==> config.mk <==
export PLATFORM = sky130hd
export DESIGN_NAME = addr_align_guard
export DESIGN_NICKNAME = d
export VERILOG_FILES = /design/src/rtl/aag_pkg.sv /design/src/rtl/aag_align_chk.sv /design/src/rtl/aag_viol_log.sv /design/src/rtl/aag_req_reg.sv /design/src/rtl/addr_align_guard.sv
export SDC_FILE = /design/constraint.sdc
export NUM_CORES = 1
export LEC_CHECK = 0
export BUFFER_PORTS_ARGS = -buffer_cell sky130_fd_sc_hd__buf_2
export CAP_MARGIN = 20
export CORE_MARGIN = 2
export CORE_UTILIZATION = 50
export DETAILED_ROUTE_END_ITERATION = 10
export PLACE_DENSITY = 0.88
export SYNTH_ARGS = -nofsm -noshare
export SYNTH_HDL_FRONTEND = slang
export SYNTH_SLANG_ARGS = --single-unit
==> constraint.sdc <==
create_clock -name clk -period 3 [get_ports clk]
set_clock_uncertainty 0.2 [all_clocks]
set_input_delay 0.6 -clock clk [delete_from_list [all_inputs] [get_ports clk]]
set_output_delay 0.6 -clock clk [all_outputs]
set_load 0.05 [all_outputs]
==> src/rtl/aag_pkg.sv <==
`timescale 1ns/1ps
package aag_pkg;
  localparam logic [1:0] TR_IDLE   = 2'b00;
  localparam logic [1:0] TR_BUSY   = 2'b01;
  localparam logic [1:0] TR_NONSEQ = 2'b10;
  localparam logic [1:0] TR_SEQ    = 2'b11;

  typedef enum logic [1:0] {
    RSP_OKAY = 2'd0,
    RSP_ERR1 = 2'd1,
    RSP_ERR2 = 2'd2
  } rsp_st_e;

  typedef struct packed {
    logic       accept;
    logic       forward;
    logic       reject;
    logic       violation;
  } decide_t;
endpackage

==> src/rtl/aag_align_chk.sv <==
`timescale 1ns/1ps
module aag_align_chk #(
  parameter int AW     = 32,
  parameter int DATA_W = 32
) (
  input  logic [AW-1:0] addr,
  input  logic [2:0]    size,
  output logic          aligned,
  output logic          oversize,
  output logic [AW-1:0] fixed_addr
);
  localparam int          BUS_BYTES = DATA_W / 8;
  localparam logic [2:0]  MAX_SIZE  = 3'($clog2(BUS_BYTES));

  logic [AW-1:0] low_mask;

  always_comb begin
    low_mask   = ~({AW{1'b1}} << size);
    oversize   = (size > MAX_SIZE);
    aligned    = ((addr & low_mask) == '0);
    fixed_addr = addr & ~low_mask;
  end
endmodule

==> src/rtl/aag_viol_log.sv <==
`timescale 1ns/1ps
module aag_viol_log #(
  parameter int AW    = 32,
  parameter int CNT_W = 16
) (
  input  logic             clk,
  input  logic             rst,
  input  logic             clr,
  input  logic             hit,
  input  logic [AW-1:0]    hit_addr,
  output logic             sticky,
  output logic [CNT_W-1:0] count,
  output logic [AW-1:0]    last_addr
);
  localparam logic [CNT_W-1:0] CNT_MAX = '1;

  always_ff @(posedge clk) begin
    if (rst || clr) begin
      sticky    <= 1'b0;
      count     <= '0;
      last_addr <= '0;
    end else if (hit) begin
      sticky    <= 1'b1;
      last_addr <= hit_addr;
      if (count != CNT_MAX) count <= count + 1'b1;
    end
  end


  sticky_hold_chk: assert property (@(posedge clk) disable iff (rst)
    (sticky && !clr) |=> sticky);


  cnt_sat_chk: assert property (@(posedge clk) disable iff (rst)
    (count == CNT_MAX && !clr) |=> (count == CNT_MAX));


  clr_log_chk: assert property (@(posedge clk) disable iff (rst)
    clr |=> (count == '0 && !sticky && last_addr == '0));
endmodule

==> src/rtl/aag_req_reg.sv <==
`timescale 1ns/1ps
module aag_req_reg #(
  parameter int AW = 32
) (
  input  logic          clk,
  input  logic          rst,
  input  logic          load,
  input  logic [AW-1:0] in_addr,
  input  logic [2:0]    in_size,
  input  logic          in_write,
  input  logic          ready,
  output logic          valid,
  output logic [AW-1:0] out_addr,
  output logic [2:0]    out_size,
  output logic          out_write,
  output logic          stall
);
  always_ff @(posedge clk) begin
    if (rst) begin
      valid     <= 1'b0;
      out_addr  <= '0;
      out_size  <= '0;
      out_write <= 1'b0;
    end else if (load) begin
      valid     <= 1'b1;
      out_addr  <= in_addr;
      out_size  <= in_size;
      out_write <= in_write;
    end else if (valid && ready) begin
      valid <= 1'b0;
    end
  end

  assign stall = valid && !ready;


  req_hold_chk: assert property (@(posedge clk) disable iff (rst)
    (valid && !ready) |=> (valid && $stable(out_addr) && $stable(out_size)));


  req_half_chk: assert property (@(posedge clk) disable iff (rst)
    (valid && out_size == 3'd1) |-> (out_addr[0] == 1'b0));


  req_word_chk: assert property (@(posedge clk) disable iff (rst)
    (valid && out_size == 3'd2) |-> (out_addr[1:0] == 2'b00));


  req_size_chk: assert property (@(posedge clk) disable iff (rst)
    valid |-> (out_size <= 3'd2));
endmodule

==> src/rtl/addr_align_guard.sv <==
`timescale 1ns/1ps
module addr_align_guard #(
  parameter int AW     = 32,
  parameter int DATA_W = 32,
  parameter int CNT_W  = 16
) (
  input  logic             clk,
  input  logic             rst,
  input  logic             mode_reject,
  input  logic             clr_log,
  input  logic             hsel,
  input  logic [AW-1:0]    haddr,
  input  logic [1:0]       htrans,
  input  logic [2:0]       hsize,
  input  logic             hwrite,
  input  logic             hready,
  output logic             hreadyout,
  output logic             hresp,
  output logic             req_valid,
  input  logic             req_ready,
  output logic [AW-1:0]    req_addr,
  output logic [2:0]       req_size,
  output logic             req_write,
  output logic             viol_sticky,
  output logic [CNT_W-1:0] viol_count,
  output logic [AW-1:0]    viol_addr
);
  import aag_pkg::*;

  logic          is_aligned;
  logic          is_oversize;
  logic [AW-1:0] aligned_addr;
  logic [AW-1:0] fwd_addr;
  logic          stall;
  decide_t       dec;
  rsp_st_e       rsp_q, rsp_d;

  aag_align_chk #(.AW(AW), .DATA_W(DATA_W)) chk_i (
    .addr       (haddr),
    .size       (hsize),
    .aligned    (is_aligned),
    .oversize   (is_oversize),
    .fixed_addr (aligned_addr)
  );

  always_comb begin
    dec.accept    = hsel && hready && (htrans == TR_NONSEQ || htrans == TR_SEQ);
    dec.violation = dec.accept && (is_oversize || !is_aligned);
    dec.forward   = dec.accept && !is_oversize && (is_aligned || !mode_reject);
    dec.reject    = dec.accept && !dec.forward;
    fwd_addr      = is_aligned ? haddr : aligned_addr;
  end

  aag_req_reg #(.AW(AW)) req_i (
    .clk       (clk),
    .rst       (rst),
    .load      (dec.forward),
    .in_addr   (fwd_addr),
    .in_size   (hsize),
    .in_write  (hwrite),
    .ready     (req_ready),
    .valid     (req_valid),
    .out_addr  (req_addr),
    .out_size  (req_size),
    .out_write (req_write),
    .stall     (stall)
  );

  aag_viol_log #(.AW(AW), .CNT_W(CNT_W)) log_i (
    .clk       (clk),
    .rst       (rst),
    .clr       (clr_log),
    .hit       (dec.violation),
    .hit_addr  (haddr),
    .sticky    (viol_sticky),
    .count     (viol_count),
    .last_addr (viol_addr)
  );

  always_comb begin
    rsp_d = rsp_q;
    case (rsp_q)
      RSP_OKAY: if (dec.reject) rsp_d = RSP_ERR1;
      RSP_ERR1: rsp_d = RSP_ERR2;
      RSP_ERR2: rsp_d = dec.reject ? RSP_ERR1 : RSP_OKAY;
      default:  rsp_d = RSP_OKAY;
    endcase
  end

  always_ff @(posedge clk) begin
    if (rst) rsp_q <= RSP_OKAY;
    else     rsp_q <= rsp_d;
  end

  assign hresp     = (rsp_q != RSP_OKAY);
  assign hreadyout = (rsp_q != RSP_ERR1) && !stall;


  err_two_cycle_chk: assert property (@(posedge clk) disable iff (rst)
    (hresp && !hreadyout) |=> (hresp && hreadyout));


  err_no_req_chk: assert property (@(posedge clk) disable iff (rst)
    (hresp && !hreadyout) |-> !req_valid);


  idle_quiet_chk: assert property (@(posedge clk) disable iff (rst)
    (!hsel || !hready || !htrans[1]) |=> $stable(viol_count) || $past(clr_log));
endmodule

==> flow_metrics.env, run 1 <==
export IMPL_status="completed"
export IMPL_power_w=0.00213
export IMPL_multi_input_area_um2=1660
export IMPL_cp_required_ns=3.00
export IMPL_yosysMostFrequentCell="dfxtp_1"
export IMPL_synth_common_cells="88 x dfxtp_1, 79 x nand2_1, 77 x a21oi_1"
export IMPL_clockRootBuffer="clkbuf_8"
export IMPL_coreArea_um2=6870
export IMPL_dp_hpwl_um=6830
export IMPL_peakVddDrop_mv=0.433
export IMPL_synth_top_area_share=0.492
export IMPL_pwr_share_comb=0.100
export IMPL_ioPinCount=133
export IMPL_power_density_nw_per_um2=479
export IMPL_ys_seq_elements=88
export IMPL_yosysTopAreaCell="dfxtp_1"
export IMPL_start_util=0.521
export IMPL_num_vias=3707
export IMPL_r2r_start="log_i.count[0]"
export IMPL_endpoint="log_i.count[8]"
export IMPL_cap_violations=0
export IMPL_p_switching_w=0.000590
export IMPL_p_int_w=0.00154
export IMPL_worst_setup_path_end_kind="register"
export IMPL_whs_path_depth=2
export IMPL_hold_path_class="register to register"
export IMPL_vias_per_cell=5.69
export IMPL_syn_nets=483
export IMPL_final_core_utilization=0.647
export IMPL_setup_tns_ns=0
export IMPL_synth_distinct_cells=42
export IMPL_leakage_nw=1.82
export IMPL_crit_start="log_i.count[0]"
export IMPL_pwr_share_seq=0.558
export IMPL_hold_viol=0
export IMPL_p_sw_frac=0.277
export IMPL_clock_latency_ns=0.34
export IMPL_cp_max_fo=18
export IMPL_synth_seq_area_share=0.492
export IMPL_antenna_left=0
export IMPL_critPathLaunchType="register"
export IMPL_ys_flop_type="dfxtp_1"
export IMPL_drive_above_1_share=0.293
export IMPL_synth_edf_count=0
export IMPL_worst_pin_slew_ns=0.932
export IMPL_cts_buffers=9
export IMPL_period_minus_slack_ns=2.38
export IMPL_wl_um=10000
export IMPL_fillerInstances=593
export IMPL_grt_first_pass_wirelength_um=15500
export IMPL_cts_sinks=88
export IMPL_ys_warn_count=0
export IMPL_antenna_found_initial=0
export IMPL_setup_viol=0
export IMPL_cts_resized=0
export IMPL_grt_pass1_vias=3318
export IMPL_fmax_mhz=420
export IMPL_r2r_end="log_i.count[8]"
export IMPL_clk_path_buf_depth=2
export IMPL_syn_area_per_cell_um2=8.19
export IMPL_rr_worst_depth=5
export IMPL_synthArstFlopShare=0
export IMPL_r2r_slack_ns=0.62
export IMPL_fp_dieW_um=88.6
export IMPL_fp_dieArea_um2=7850
export IMPL_die_h_um=88.6
export IMPL_drtPass1Iterations=5
export IMPL_seqCellArea_um2=1760
export IMPL_gp_congestion=0.888
export IMPL_grt_use_total=0.253
export IMPL_maxSlewHeadroom=0.379
export IMPL_port_buffer_count=131
export IMPL_layout_nets=598
export IMPL_arrival_ns=2.38
export IMPL_netlist_area_um2=3580
export IMPL_ctsHoldBuffers=0
export IMPL_worstSetupPathType="register to register"
export IMPL_route_detailed_drc=0
export IMPL_diodes=0
export IMPL_rsz0062_at_grt="false"
export IMPL_netlist_instances=437
export IMPL_grt_overflow_total=0
export IMPL_grt_max_degree=44
export IMPL_clkPwrFrac=0.342
export IMPL_dr_first_iter_drc_count=213
export IMPL_clkTransAtPathRegs_ns=0.09
export IMPL_htreeDepth=3
export IMPL_synthTopCellsByArea="dfxtp_1 49%, a21oi_1 11%, nand2_1 8.3%"
export IMPL_fin_crit_sh=0.794
export IMPL_syn2layout_area_growth_pct=24.2
export IMPL_cts_setup_buffers=0
export IMPL_slew_violations=0
export IMPL_core_rowCount=30
export IMPL_routedWlPerCell_um=15.4
export IMPL_cts_tree="yes"
[worst max-delay path: stages, from the launching register on]
cell	delay, ns
dfxtp_1	0.39
ha_1	0.33
nand4_1	0.28
nor4_4	0.75
or4_1	0.23
a21oi_1	0.06
[cells in the final DEF, fill, tap and decap left out, drive strengths merged, types with 2 or more instances in the layout]
cell / count
nor4: 7
a2111oi: 2
clkinvlp: 2
or4: 7
o21ai: 36
nand4: 6
clkinv: 3
nor3: 4
and3: 5
mux2i: 6
nor4b: 2
nand2: 79
clkbuf: 9
dfxtp: 88
a211o: 2
nand3: 39
or2: 3
o31ai: 7
nor2: 6
a21oi: 77
inv: 6
buf: 139
or3: 6
[registers in the layout, indices dropped and copies added, names as in the netlist]
name	cells
log_i.count	16
log_i.last_addr	32
log_i.sticky	1
req_i.out_addr	32
req_i.out_size	3
req_i.out_write	1
req_i.valid	1
rsp_q	2
[how the worst min path moves through the flow]
stage                                    from                   to  slack (ns)
final                     log_i.last_addr[12]  log_i.last_addr[12]        0.26
after global routing                 haddr[8]   log_i.last_addr[8]        0.27
after CTS                 log_i.last_addr[12]  log_i.last_addr[12]        0.26
after detailed placement  log_i.last_addr[12]  log_i.last_addr[12]        0.24
after global placement    log_i.last_addr[12]  log_i.last_addr[12]        0.24
after floorplan                      rsp_q[0]             rsp_q[0]        0.23
[power groups by stage]
stage / combinational (W) / clock [W] / sequential (W)
final: 0.000213 / 0.000728 / 0.00119
after global placement: 0.000207 / 0 / 0.00121
after detailed placement: 0.000211 / 0 / 0.00121
after floorplan: 0.0000877 / 0 / 0.00126
after global routing: 0.000230 / 0.000794 / 0.00119
after CTS: 0.000212 / 0.000748 / 0.00119
[final cells by class]
class,count,share of cell area
Multi-Input combinational cell,309,0.373
Clock buffer,9,0.0279
Timing Repair Buffer,139,0.161
Sequential cell,88,0.396
Inverter,5,0.00422
Clock inverter,6,0.0104
Tap cell,96,0.0270
[logic make-up (layout without fill, tap and decap cells)]
kind of cell               Yosys count  after routing  synth area share
DFF                                 88             88             0.492
AOI/OAI and AO/OA                  132            132             0.203
buffers and inverters               40            159            0.0482
muxes                                6              6            0.0168
adders and majority gates            1              1           0.00349
and+or+nand+nor                    170            170             0.236
[through the flow]
step           cells  worst slack (ns)  cell area, um2  hold WS [ns]
2_1_floorplan    437             0.346            3580         0.231
3_3_place_gp     637             0.400            4280         0.239
3_5_place_dp     637             0.326            4280         0.245
4_1_cts          652             0.625            4450         0.256
5_1_grt          652             0.386            4450         0.270
6_report         652             0.619            4450         0.257
[metal layers]
layer / routed length, um / global-route usage
met3: 704 / 0.0550
met4: 288 / 0.134
met5: 0 / 0
met2: 4850 / 0.408
met1: 4190 / 0.319
(Power assumes the default switching activity.)
==> inputs of run 2 (changes only) <==
--- a/config.mk
+++ b/config.mk
@@ -8,9 +8,9 @@
 export BUFFER_PORTS_ARGS = -buffer_cell sky130_fd_sc_hd__buf_2
 export CAP_MARGIN = 20
 export CORE_MARGIN = 2
-export CORE_UTILIZATION = 50
+export CORE_UTILIZATION = 44
 export DETAILED_ROUTE_END_ITERATION = 10
-export PLACE_DENSITY = 0.88
+export PLACE_DENSITY = 0.82
 export SYNTH_ARGS = -nofsm -noshare
 export SYNTH_HDL_FRONTEND = slang
 export SYNTH_SLANG_ARGS = --single-unit
==> constraint.sdc (replaced) <==
create_clock -name clk -period 2 [get_ports clk]
set_clock_uncertainty 0.2 [all_clocks]
set_input_delay 0.4 -clock clk [delete_from_list [all_inputs] [get_ports clk]]
set_output_delay 0.4 -clock clk [all_outputs]
set_load 0.05 [all_outputs]
==> run 2 against run 1 <==
Effect of this change: via count rose by 0.65%; fmax rose by 26%; clock-buffer cell count did not move.
==> flow_metrics.env, run 2 (synthesis gave the netlist of run 1 again) <==
export IMPL_status="completed"
export IMPL_rr_worst_depth=4
export IMPL_endpoint="log_i.count[11]"
export IMPL_hold_path_class="primary input to register"
export IMPL_wl_um=10400
export IMPL_slew_violations=0
export IMPL_clock_latency_ns=0.35
export IMPL_core_rowCount=32
export IMPL_antenna_found_initial=0
export IMPL_drive_above_1_share=0.354
export IMPL_mostFrequentLayoutCells="131 x buf_2, 79 x nand2_1, 77 x a21oi_1"
export IMPL_fp_dieW_um=94.2
export IMPL_final_area_um2=4750
export IMPL_arrival_ns=1.98
export IMPL_setup_ws_ns=0.107
export IMPL_leakage_nw=1.96
export IMPL_num_vias=3731
export IMPL_setup_viol=0
export IMPL_grt_max_degree=35
export IMPL_clk_path_buf_depth=2
export IMPL_gp_congestion=0.896
export IMPL_cp_required_ns=2.09
export IMPL_maxSlewHeadroom=0.703
export IMPL_worst_setup_path_end_kind="register"
export IMPL_dp_hpwl_um=7180
export IMPL_dr_first_iter_drc_count=222
export IMPL_antenna_left=0
export IMPL_clockRootBuffer="clkbuf_8"
export IMPL_grt_first_pass_wirelength_um=16600
export IMPL_grt_use_total=0.234
export IMPL_setup_tns_ns=0
export IMPL_clkTransAtPathRegs_ns=0.11
export IMPL_dpl_cell_area_um2=4530
export IMPL_cp_max_fo=8
export IMPL_ctsHoldBuffers=0
export IMPL_timing_hold_ws_ns=0.0796
export IMPL_port_buffer_count=131
export IMPL_syn2layout_area_growth_pct=32.6
export IMPL_rsz0062_at_grt="false"
export IMPL_layout_nets=620
export IMPL_route_detailed_drc=0
export IMPL_routedWlPerCell_um=15.3
export IMPL_critPathLaunchType="register"
export IMPL_power_w=0.00335
export IMPL_mostFrequentLayoutCell="buf_2"
export IMPL_r2r_end="log_i.count[11]"
export IMPL_grt_overflow_total=0
export IMPL_fp_dieArea_um2=8870
export IMPL_reg_top3="log_i.last_addr: 32 flops, req_i.out_addr: 32 flops, log_i.count: 16 flops"
export IMPL_cts_sinks=88
export IMPL_cts_setup_buffers=0
export IMPL_vias_per_cell=5.48
export IMPL_cts_tree="yes"
export IMPL_ioPinCount=133
export IMPL_diodes=0
export IMPL_cts_buffers=9
export IMPL_die_h_um=94.2
export IMPL_power_density_nw_per_um2=705
export IMPL_coreArea_um2=7810
export IMPL_htreeDepth=3
export IMPL_period_minus_slack_ns=1.89
export IMPL_cts_resized=0
export IMPL_worst_pin_slew_ns=0.444
export IMPL_hold_viol=0
export IMPL_r2r_slack_ns=0.11
export IMPL_cap_violations=0
export IMPL_r2r_start="log_i.count[4]"
export IMPL_drtPass1Iterations=5
export IMPL_start_util=0.458
export IMPL_dpl_worst_slack_ns=-0.133
export IMPL_peakVddDrop_mv=0.454
export IMPL_worstSetupPathType="register to register"
export IMPL_fmax_mhz=528
export IMPL_crit_start="log_i.count[4]"
export IMPL_fin_crit_sh=0.947
export IMPL_grt_pass1_vias=3471
## run 2: worst min path at each step
stage,from,cells after the start,to
2_1_floorplan,rsp_q[0],1,rsp_q[0]
3_3_place_gp,log_i.last_addr[6],2,log_i.last_addr[6]
3_5_place_dp,log_i.last_addr[15],2,log_i.last_addr[15]
4_1_cts,hwrite,3,req_i.out_write
5_1_grt,haddr[11],3,log_i.last_addr[11]
6_report,hwrite,3,req_i.out_write
## run 2: worst max-delay path, cell delays in order, from the launching register on
cell and delay [ns]:
dfxtp_2 0.38, nand4_1 0.20, or2_2 0.45, nor4_1 0.39, mux2i_1 0.21
## run 2: per-stage QoR
stage,std cells,utilization
after floorplan,437,-
after global placement,665,0.580
after detailed placement,665,0.580
after CTS,681,0.606
after global routing,681,0.608
final,681,0.608
## run 2: layer usage
layer / vias to the layer above / global-route usage / routed length (um)
met5: - / 0 / 0
met4: 0 / 0.0942 / 201
met3: 19 / 0.0449 / 644
met2: 134 / 0.380 / 5020
met1: 1754 / 0.307 / 4580
li1: 1824 / - / -
## run 2: cell type report
| type | count | area [um2] |
|---|---|---|
| Tap cell | 102 | 128 |
| Sequential cell | 88 | 1790 |
| Multi-Input combinational cell | 309 | 1680 |
| Inverter | 5 | 18.8 |
| Timing Repair Buffer | 161 | 931 |
| Fill cell | 685 | 3060 |
| Clock buffer | 9 | 124 |
| Clock inverter | 7 | 72.6 |
## run 2: power breakdown
group | internal, W | leakage (nW) | switching (W)
sequential | 0.00177 | 0.719 | 0.0000104
clock | 0.000491 | 0.0970 | 0.000723
combinational | 0.000114 | 1.14 | 0.000241
==> inputs of run 3 (changes only) <==
--- a/config.mk
+++ b/config.mk
@@ -8,9 +8,9 @@
 export BUFFER_PORTS_ARGS = -buffer_cell sky130_fd_sc_hd__buf_2
 export CAP_MARGIN = 20
 export CORE_MARGIN = 2
-export CORE_UTILIZATION = 44
+export CORE_UTILIZATION = 49
 export DETAILED_ROUTE_END_ITERATION = 10
-export PLACE_DENSITY = 0.82
+export PLACE_DENSITY = 0.87
 export SYNTH_ARGS = -nofsm -noshare
 export SYNTH_HDL_FRONTEND = slang
 export SYNTH_SLANG_ARGS = --single-unit
==> constraint.sdc (replaced) <==
create_clock -name clk -period 1.8 [get_ports clk]
set_clock_uncertainty 0.2 [all_clocks]
set_input_delay 0.36 -clock clk [delete_from_list [all_inputs] [get_ports clk]]
set_output_delay 0.36 -clock clk [all_outputs]
set_load 0.05 [all_outputs]
==> run 3 against run 2 <==
Effect of this change: the flow now finishes with violations (setup timing); worst hold slack got worse by 0.025 ns; first-iteration DRC count increased by 8.1%; total power increased by 12%.
==> flow_metrics.env, run 3 (synthesis gave the netlist of run 1 again) <==
export IMPL_grt_use_total=0.265
export IMPL_cap_violations=0
export IMPL_final_core_utilization=0.685
export IMPL_power_density_nw_per_um2=759
export IMPL_num_vias=3909
export IMPL_cts_tree="yes"
export IMPL_vias_per_cell=5.71
export IMPL_drtPass1Iterations=5
export IMPL_power_w=0.00373
export IMPL_worst_setup_path_end_kind="register"
export IMPL_dp_hpwl_um=7540
export IMPL_port_buffer_count=131
export IMPL_setup_viol=6
export IMPL_violations="setup timing"
export IMPL_die_h_um=89.5
export IMPL_ctsHoldBuffers=0
export IMPL_drive_above_1_share=0.382
export IMPL_cp_max_fo=16
export IMPL_fp_dieArea_um2=8000
export IMPL_route_detailed_drc=0
export IMPL_gp_congestion=0.922
export IMPL_mostFrequentLayoutCell="buf_2"
export IMPL_clkTransAtPathRegs_ns=0.09
export IMPL_critPathLaunchType="register"
export IMPL_period_minus_slack_ns=1.85
export IMPL_ioPinCount=133
export IMPL_grt_max_degree=35
export IMPL_mostFrequentLayoutCells="131 x buf_2, 79 x nand2_1, 74 x a21oi_1"
export IMPL_routedWlPerCell_um=15.7
export IMPL_grt_pass1_vias=3534
export IMPL_dpl_cell_area_um2=4630
export IMPL_fp_dieW_um=89.5
export IMPL_grt_first_pass_wirelength_um=16600
export IMPL_status="complete, but fails checks"
export IMPL_finalNonFillerCells=685
export IMPL_coreArea_um2=7180
export IMPL_leakage_nw=2.03
export IMPL_start_util=0.499
export IMPL_antenna_found_initial=0
export IMPL_hold_path_class="primary input to register"
export IMPL_grt_overflow_total=0
export IMPL_rsz0062_at_grt="true"
export IMPL_slew_violations=0
export IMPL_diodes=0
export IMPL_cp_required_ns=1.88
export IMPL_place_inst=664
export IMPL_layout_nets=627
export IMPL_fin_crit_sh=1.03
export IMPL_peakVddDrop_mv=0.683
export IMPL_setup_ws_ns=-0.0476
export IMPL_wl_um=10800
export IMPL_cts_sinks=88
export IMPL_worst_pin_slew_ns=0.560
export IMPL_hold_viol=0
export IMPL_dr_first_iter_drc_count=240
export IMPL_syn2layout_area_growth_pct=37.4
export IMPL_maxSlewHeadroom=0.625
export IMPL_antenna_left=0
export IMPL_arrival_ns=1.93
export IMPL_final_area_um2=4920
export IMPL_worstSetupPathType="register to register"
export IMPL_fmax_mhz=541
export IMPL_reg_top3="log_i.last_addr: 32 flops, req_i.out_addr: 32 flops, log_i.count: 16 flops"
export IMPL_clock_latency_ns=0.34
export IMPL_clk_path_buf_depth=2
export IMPL_core_rowCount=31
export IMPL_htreeDepth=3
export IMPL_dpl_worst_slack_ns=-0.243
export IMPL_cts_buffers=9
export IMPL_clockRootBuffer="clkbuf_8"
==> run 3: power breakdown <==
group / switching (W) / total, W / internal (W)
Combinational: 0.000275 / 0.000410 / 0.000135
Sequential: 0.0000113 / 0.00196 / 0.00195
Clock: 0.000715 / 0.00136 / 0.000649
Total: 0.00100 / 0.00373 / 0.00273
==> run 3: worst max-delay path, cell delays in order (launching register included) <==
cell     delay, ns
dfxtp_4       0.36
ha_4          0.16
nand4_1       0.21
nor4_4        0.07
buf_12        0.15
or4_4         0.49
a21oi_2       0.13
==> run 3: what timing repair did <==
item | 4_1_cts | 5_1_grt
endpoints found under the setup margin | 11 | 12
pin swaps | 4 | 4
gates resized for setup | 4 | 7
setup buffers | 4 | 2
==> run 3: worst paths after layout <==
path,from,to,slack [ns],cells after the start
worst min register to register,log_i.last_addr[6],log_i.last_addr[6],0.25,2
worst max-delay path,log_i.count[1],log_i.count[7],-0.05,6
worst max register to register,log_i.count[1],log_i.count[7],-0.05,6
worst min-delay path,haddr[9],log_i.last_addr[9],0.05,3
==> run 3: final cells by class <==
type	instances	area, um2
Clock inverter	6	66.3
Inverter	5	18.8
Multi-Input combinational cell	309	1760
Timing Repair Buffer	168	1010
Tap cell	99	124
Clock buffer	10	128
Sequential cell	88	1810
Fill cell	598	2260
==> run 3: metal layers <==
| metal | global-route usage | share of wire |
|---|---|---|
| met5 | 0 | 0 |
| met2 | 0.444 | 0.49 |
| met4 | 0.0882 | 0.017 |
| met1 | 0.333 | 0.41 |
| met3 | 0.0683 | 0.079 |
==> run 3: per-stage QoR <==
| stage | hold slack (ns) | TNS (ns) |
|---|---|---|
| 2_1_floorplan | 0.264 | -0.149 |
| 3_3_place_gp | 0.240 | -4.72 |
| 3_5_place_dp | 0.245 | -6.91 |
| 4_1_cts | 0.0410 | -0.186 |
| 5_1_grt | 0.0428 | -0.684 |
| 6_report | 0.0548 | -0.204 |
